## config.mk

```make
export PLATFORM = sky130hd
export DESIGN_NAME = uart_irq_ident
export DESIGN_NICKNAME = d
export VERILOG_FILES = /design/src/rtl/uirq_pkg.sv /design/src/rtl/uirq_sticky.sv /design/src/rtl/uirq_txe_qual.sv /design/src/rtl/uirq_rank.sv /design/src/rtl/uart_irq_ident.sv
export SDC_FILE = /design/constraint.sdc
export NUM_CORES = 1
export LEC_CHECK = 0
export BUFFER_PORTS_ARGS = -buffer_cell sky130_fd_sc_hd__buf_2
export CAP_MARGIN = 20
export CORE_MARGIN = 10
export CORE_UTILIZATION = 45
export DETAILED_ROUTE_END_ITERATION = 10
export PLACE_DENSITY = 0.74
export SYNTH_ARGS = -nofsm -noshare
export SYNTH_HDL_FRONTEND = slang
export SYNTH_HIERARCHICAL = 1
export SYNTH_SLANG_ARGS = --single-unit
```

## constraint.sdc

```tcl
create_clock -name clk -period 7.1 [get_ports clk]
set_input_delay 1.42 -clock clk [delete_from_list [all_inputs] [get_ports clk]]
set_output_delay 1.42 -clock clk [all_outputs]
set_load 0.03 [all_outputs]
```

## src/rtl/uirq_pkg.sv

```systemverilog
package uirq_pkg;
  typedef enum logic [3:0] {
    ID_NONE = 4'b0001,
    ID_LINE = 4'b0110,
    ID_RXD  = 4'b0100,
    ID_TMO  = 4'b1100,
    ID_TXE  = 4'b0010,
    ID_MDM  = 4'b0000
  } irq_code_e;

  localparam int NUM_STICKY = 3;
  localparam int MIN_CHAR_BITS = 6;  // start bit plus five data bits
  localparam int MAX_CHAR_BITS = 10; // start, eight data, parity
endpackage

```

## src/rtl/uirq_sticky.sv

```systemverilog
module uirq_sticky (
  input  logic clk,
  input  logic rst_n,
  input  logic set_i,
  input  logic clr_i,
  output logic flag_o
);
  always_ff @(posedge clk) begin
    if (!rst_n)     flag_o <= 1'b0;
    else if (set_i) flag_o <= 1'b1;
    else if (clr_i) flag_o <= 1'b0;
  end
endmodule

```

## src/rtl/uirq_txe_qual.sv

```systemverilog
module uirq_txe_qual #(
  parameter int OS_RATE = 16,
  parameter int TXL_W   = 5
) (
  input  logic             clk,
  input  logic             rst_n,
  input  logic             tx_empty,
  input  logic [TXL_W-1:0] tx_level,
  input  logic [1:0]       word_len,
  input  logic             parity_on,
  input  logic             baud_tick,
  input  logic             wr_thr,
  input  logic             shown_clr,
  output logic             txe_pend
);
  import uirq_pkg::*;
  localparam int CNT_W = $clog2(OS_RATE * MAX_CHAR_BITS + 1);

  logic             empty_q, two_seen, waiting, empty_rise;
  logic [CNT_W-1:0] tick_cnt, tick_lim;
  logic [3:0]       char_bits;

  assign empty_rise = tx_empty & ~empty_q;
  assign char_bits  = 4'(MIN_CHAR_BITS) + {2'b00, word_len} + {3'b000, parity_on};
  assign tick_lim   = CNT_W'(OS_RATE) * CNT_W'(char_bits);

  always_ff @(posedge clk) begin
    if (!rst_n) begin
      empty_q  <= 1'b0;
      two_seen <= 1'b0;
      waiting  <= 1'b0;
      tick_cnt <= '0;
      txe_pend <= 1'b0;
    end else begin
      empty_q <= tx_empty;
      if (tx_level >= TXL_W'(2)) two_seen <= 1'b1;
      if (wr_thr || shown_clr) begin
        txe_pend <= 1'b0;
        waiting  <= 1'b0;
      end else if (empty_rise) begin
        if (two_seen) begin
          txe_pend <= 1'b1;
          two_seen <= 1'b0;
        end else begin
          waiting  <= 1'b1;
          tick_cnt <= '0;
        end
      end else if (waiting) begin
        if (!tx_empty) begin
          waiting <= 1'b0;
        end else if (baud_tick) begin
          if (tick_cnt == tick_lim - CNT_W'(1)) begin
            txe_pend <= 1'b1;
            waiting  <= 1'b0;
            two_seen <= 1'b0;
          end else begin
            tick_cnt <= tick_cnt + CNT_W'(1);
          end
        end
      end
    end
  end
endmodule

```

## src/rtl/uirq_rank.sv

```systemverilog
module uirq_rank (
  input  logic               line_i,
  input  logic               rxd_i,
  input  logic               tmo_i,
  input  logic               txe_i,
  input  logic               mdm_i,
  output uirq_pkg::irq_code_e code_o
);
  import uirq_pkg::*;
  always_comb begin
    if      (line_i) code_o = ID_LINE;
    else if (rxd_i)  code_o = ID_RXD;
    else if (tmo_i)  code_o = ID_TMO;
    else if (txe_i)  code_o = ID_TXE;
    else if (mdm_i)  code_o = ID_MDM;
    else             code_o = ID_NONE;
  end
endmodule

```

## src/rtl/uart_irq_ident.sv

```systemverilog
module uart_irq_ident #(
  parameter int OS_RATE = 16,
  parameter int TXL_W   = 5
) (
  input  logic             clk,
  input  logic             rst_n,
  input  logic             en_line,
  input  logic             en_rxd,
  input  logic             en_tmo,
  input  logic             en_txe,
  input  logic             en_mdm,
  input  logic             err_overrun,
  input  logic             err_parity,
  input  logic             err_framing,
  input  logic             rx_avail,
  input  logic             fifo_on,
  input  logic             rx_trig,
  input  logic             rx_timeout,
  input  logic             tx_empty,
  input  logic [TXL_W-1:0] tx_level,
  input  logic             cts_edge,
  input  logic             baud_tick,
  input  logic [1:0]       word_len,
  input  logic             parity_on,
  input  logic             rd_lsr,
  input  logic             rd_rbr,
  input  logic             rd_iir,
  input  logic             rd_msr,
  input  logic             wr_thr,
  output logic [3:0]       irq_id,
  output logic             irq
);
  import uirq_pkg::*;

  logic [NUM_STICKY-1:0] st_set, st_clr, st_flag;
  logic      txe_pend, shown_clr, rxd_lvl;
  irq_code_e code;

  // index 0: line status, 1: timeout, 2: modem status
  assign st_set = {cts_edge, rx_timeout, err_overrun | err_parity | err_framing};
  assign st_clr = {rd_msr, rd_rbr, rd_lsr};

  for (genvar i = 0; i < NUM_STICKY; i++) begin : g_sticky
    uirq_sticky u_st (
      .clk   (clk),
      .rst_n (rst_n),
      .set_i (st_set[i]),
      .clr_i (st_clr[i]),
      .flag_o(st_flag[i])
    );
  end

  assign shown_clr = rd_iir && (code == ID_TXE);

  uirq_txe_qual #(.OS_RATE(OS_RATE), .TXL_W(TXL_W)) u_txe (
    .clk      (clk),
    .rst_n    (rst_n),
    .tx_empty (tx_empty),
    .tx_level (tx_level),
    .word_len (word_len),
    .parity_on(parity_on),
    .baud_tick(baud_tick),
    .wr_thr   (wr_thr),
    .shown_clr(shown_clr),
    .txe_pend (txe_pend)
  );

  assign rxd_lvl = fifo_on ? rx_trig : rx_avail;

  uirq_rank u_rank (
    .line_i(st_flag[0] & en_line),
    .rxd_i (rxd_lvl & en_rxd),
    .tmo_i (st_flag[1] & en_tmo),
    .txe_i (txe_pend & en_txe),
    .mdm_i (st_flag[2] & en_mdm),
    .code_o(code)
  );

  assign irq_id = code;
  assign irq    = ~code[0];
endmodule

```

==> results.sh <==
export IMPL_syn_nets=137
export IMPL_worst_r2r_startpoint="g_sticky[0].u_st/flag_o$_SDFFE_PN0P_"
export IMPL_crit_path_end_kind="primary output"
export IMPL_r2r_cells=9
export IMPL_seq_area_um2=300
export IMPL_tritoncts="done"
export IMPL_dp_cells=164
export IMPL_dieHeight_um=65.8
export IMPL_ys_types=42
export IMPL_insertion_delay_ns=0.28
export IMPL_finalClockSkew_ns=0.00227
export IMPL_grt_pass1_vias=1018
export IMPL_path_common_cell="buf_2"
export IMPL_crit_fanout=3
export IMPL_postSynthCellCount=104
export IMPL_netlist_area_um2=943
export IMPL_ys_ff_latch=15
export IMPL_cts_root_buf="clkbuf_4"
export IMPL_status="complete, no violations"
export IMPL_post_cts_setup_buffers=0
export IMPL_nets=175
export IMPL_period_needed_ns=3.93
export IMPL_io_buffers=33
export IMPL_htree_num_levels=1
export IMPL_hp_class="flop to flop"
export IMPL_wl_per_cell_um=13.6
export IMPL_coreArea_mm2=0.00198
export IMPL_synth_edf_count=0
export IMPL_cts_resized=0
export IMPL_maxCapViolCount=0
export IMPL_design_portCount=35
export IMPL_cpPeakStageDelay_ns=0.34
export IMPL_antennaDiodeCount=0
export IMPL_rows=16
export IMPL_critical_path_class="primary input to primary output"
export IMPL_r2r_end="u_txe/tick_cnt[4]$_SDFFE_PN0P_"
export IMPL_reg2reg_slack_ns=4.36
export IMPL_yosys_warnings=6
export IMPL_fin_setup_tns_ns=0
export IMPL_finalMaxSlewViolations=0
export IMPL_gr_total_overflow=0
export IMPL_startpoint="fifo_on"
export IMPL_die_w_um=65.8
export IMPL_gp_congestion=0.836
export IMPL_synth_seq_area_share_pct=31.8
export IMPL_max_vdd_ir_drop_mv=0.112
export IMPL_relSlewSlack_pct=59.5
export IMPL_cp_start_kind="primary input"
export IMPL_fmax_mhz=255
export IMPL_drtAntennaViolNets=0
export IMPL_worst_pin_slew_ns=0.592
export IMPL_fin_crit_sh_pct=55.3
export IMPL_antenna_found_initial=0
export IMPL_drt_pass1_iter_count=4
export IMPL_grt_usage_pct=11.1
export IMPL_cp_data_required_time_ns=5.68
export IMPL_hpwl_um=1950
export IMPL_synth_flop_cell="dfxtp_1"
export IMPL_cts_buffer_depth=2
export IMPL_powerDensity_mw_per_mm2=152
export IMPL_grt_start_max_net_pins=11
export IMPL_area_growth_pct=24.0
export IMPL_post_drt_via_cell_ratio=5.37
export IMPL_rsz0062_at_grt="false"
export IMPL_syn_avg_cell_area_um2=9.07
export IMPL_synth_async_reset_ratio_pct=0
export IMPL_drcViolationCount=0
export IMPL_cts_clk_slew_worst_paths_ns=0.09
export IMPL_fillers=182
export IMPL_finalSetupViolCount=0
export IMPL_start_util_pct=47.6
export IMPL_finalHoldViolCount=0
export IMPL_cts_sinks=15
export IMPL_numCtsBuffers=3
export IMPL_cp_endpoint="irq"
export IMPL_cpMaxStageDelayCell="or3_4"
export IMPL_arrival_ns=2.51
export IMPL_instances_no_fill=168
export IMPL_multi_input_area_um2=624
export IMPL_p_leak_nw=0.457
export IMPL_cts_hold_repair_buffers=0
export IMPL_worstPathCellList="buf_2 -> mux2i_1 -> nor2b_1 -> or3_4 -> nor3_2 -> inv_1 -> buf_2"
export IMPL_drive_gt1_share_pct=34.0
export IMPL_die_area_mm2=0.00433
export IMPL_vias=902
export IMPL_wl_um=2280
export IMPL_grt_pass1_wl_um=3910
export IMPL_finalPower_uw=178
export IMPL_drt_iter0_markers=19
## synthesized netlist by cell type (all sizes together), types with 2 or more instances
library cell,n,share of area (%)
dfxtp,15,32
nor2,7,2.8
a21oi,6,3.6
o21ai,6,3.2
and2,5,3.3
inv,5,2.0
nand3,5,2.7
nor2b,5,5.7
xnor2,5,4.6
nand2,4,1.6
a2111oi,3,3.1
nand2b,3,2.0
o21a,3,2.4
or3,3,2.5
or4,3,2.4
a211oi,2,1.6
a21boi,2,1.6
ha,2,2.7
nor3,2,1.6
nor3b,2,2.1
o31ai,2,1.6
## placed cells by master, fill, tap and decap left out, drive strengths merged, types with 2 or more instances in the layout
cell type	instances
nor3b	2
a21oi	6
a211oi	2
o31ai	2
or3	3
o21ai	6
dfxtp	15
nand3	5
nand2b	3
nor2b	5
buf	33
nor2	7
and2	5
inv	5
or4	3
nand2	4
ha	2
xnor2	5
a2111oi	3
nor3	2
a21boi	2
clkbuf	3
o21a	3
## registers in the layout (all words and copies together), names as in the netlist
name / cells
u_txe/waiting: 1
u_txe/two_seen: 1
g_sticky.u_st/flag_o: 3
u_txe/tick_cnt: 8
u_txe/empty_q: 1
u_txe/txe_pend: 1
## worst min path at each step
stage,startpoint,end,cells past startpoint
3_5_place_dp,u_txe/tick_cnt[3]$_SDFFE_PN0P_,u_txe/tick_cnt[3]$_SDFFE_PN0P_,2
5_1_grt,u_txe/tick_cnt[3]$_SDFFE_PN0P_,u_txe/tick_cnt[3]$_SDFFE_PN0P_,2
4_1_cts,u_txe/tick_cnt[3]$_SDFFE_PN0P_,u_txe/tick_cnt[3]$_SDFFE_PN0P_,2
3_3_place_gp,u_txe/tick_cnt[3]$_SDFFE_PN0P_,u_txe/tick_cnt[3]$_SDFFE_PN0P_,2
2_1_floorplan,u_txe/tick_cnt[3]$_SDFFE_PN0P_,u_txe/tick_cnt[3]$_SDFFE_PN0P_,2
6_report,u_txe/tick_cnt[3]$_SDFFE_PN0P_,u_txe/tick_cnt[3]$_SDFFE_PN0P_,2
## layout make-up
| class | count | area share, % |
|---|---|---|
| multi-input combinational | 84 | 53.4 |
| sequential | 15 | 25.7 |
| timing repair buffer | 33 | 14.1 |
| tap | 27 | 2.89 |
| clock buffer | 3 | 1.93 |
| inverter | 5 | 1.60 |
| clock inverter | 1 | 0.428 |
## routing by layer
layer	GRT usage, %	up-vias	wire length (µm)
met5	0	-	0
met4	5.08	0	19
met3	5.25	2	224
met2	18.4	34	1090
met1	11.6	407	947
li1	-	459	-
## critical path: cells and delay by family
kind | cells | cell delay (ns)
and+or+nand+nor | 3 | 0.57
muxes | 1 | 0.17
buffers and inverters | 3 | 0.33
## stage by stage
stage | setup WS, ns | utilization [%] | instance area (µm²) | hold slack [ns]
6_report | 3.17 | 59.0 | 1170 | 0.508
3_5_place_dp | 3.14 | 57.6 | 1140 | 0.491
5_1_grt | 3.07 | 59.0 | 1170 | 0.548
2_1_floorplan | 2.82 | - | 943 | 0.465
3_3_place_gp | 3.20 | 57.6 | 1140 | 0.489
4_1_cts | 3.15 | 59.0 | 1170 | 0.506
## cells by family after synthesis
logic type,count (synthesis),synth area share [%]
simple gates,45,32.6
compound gates,30,23.1
flops,15,31.8
xor+xnor,5,4.64
buf+inv,5,1.99
fa+ha+maj,3,4.77
mux,1,1.06
## power by group
group | total (mW) | leakage, nW | switching, mW | internal (mW)
clock | 0.0484 | 0.0177 | 0.0276 | 0.0209
combinational | 0.0412 | 0.317 | 0.0233 | 0.0180
sequential | 0.0881 | 0.123 | 0.00165 | 0.0865
total | 0.178 | 0.457 | 0.0525 | 0.125
Power figures use the tool's default switching activity.
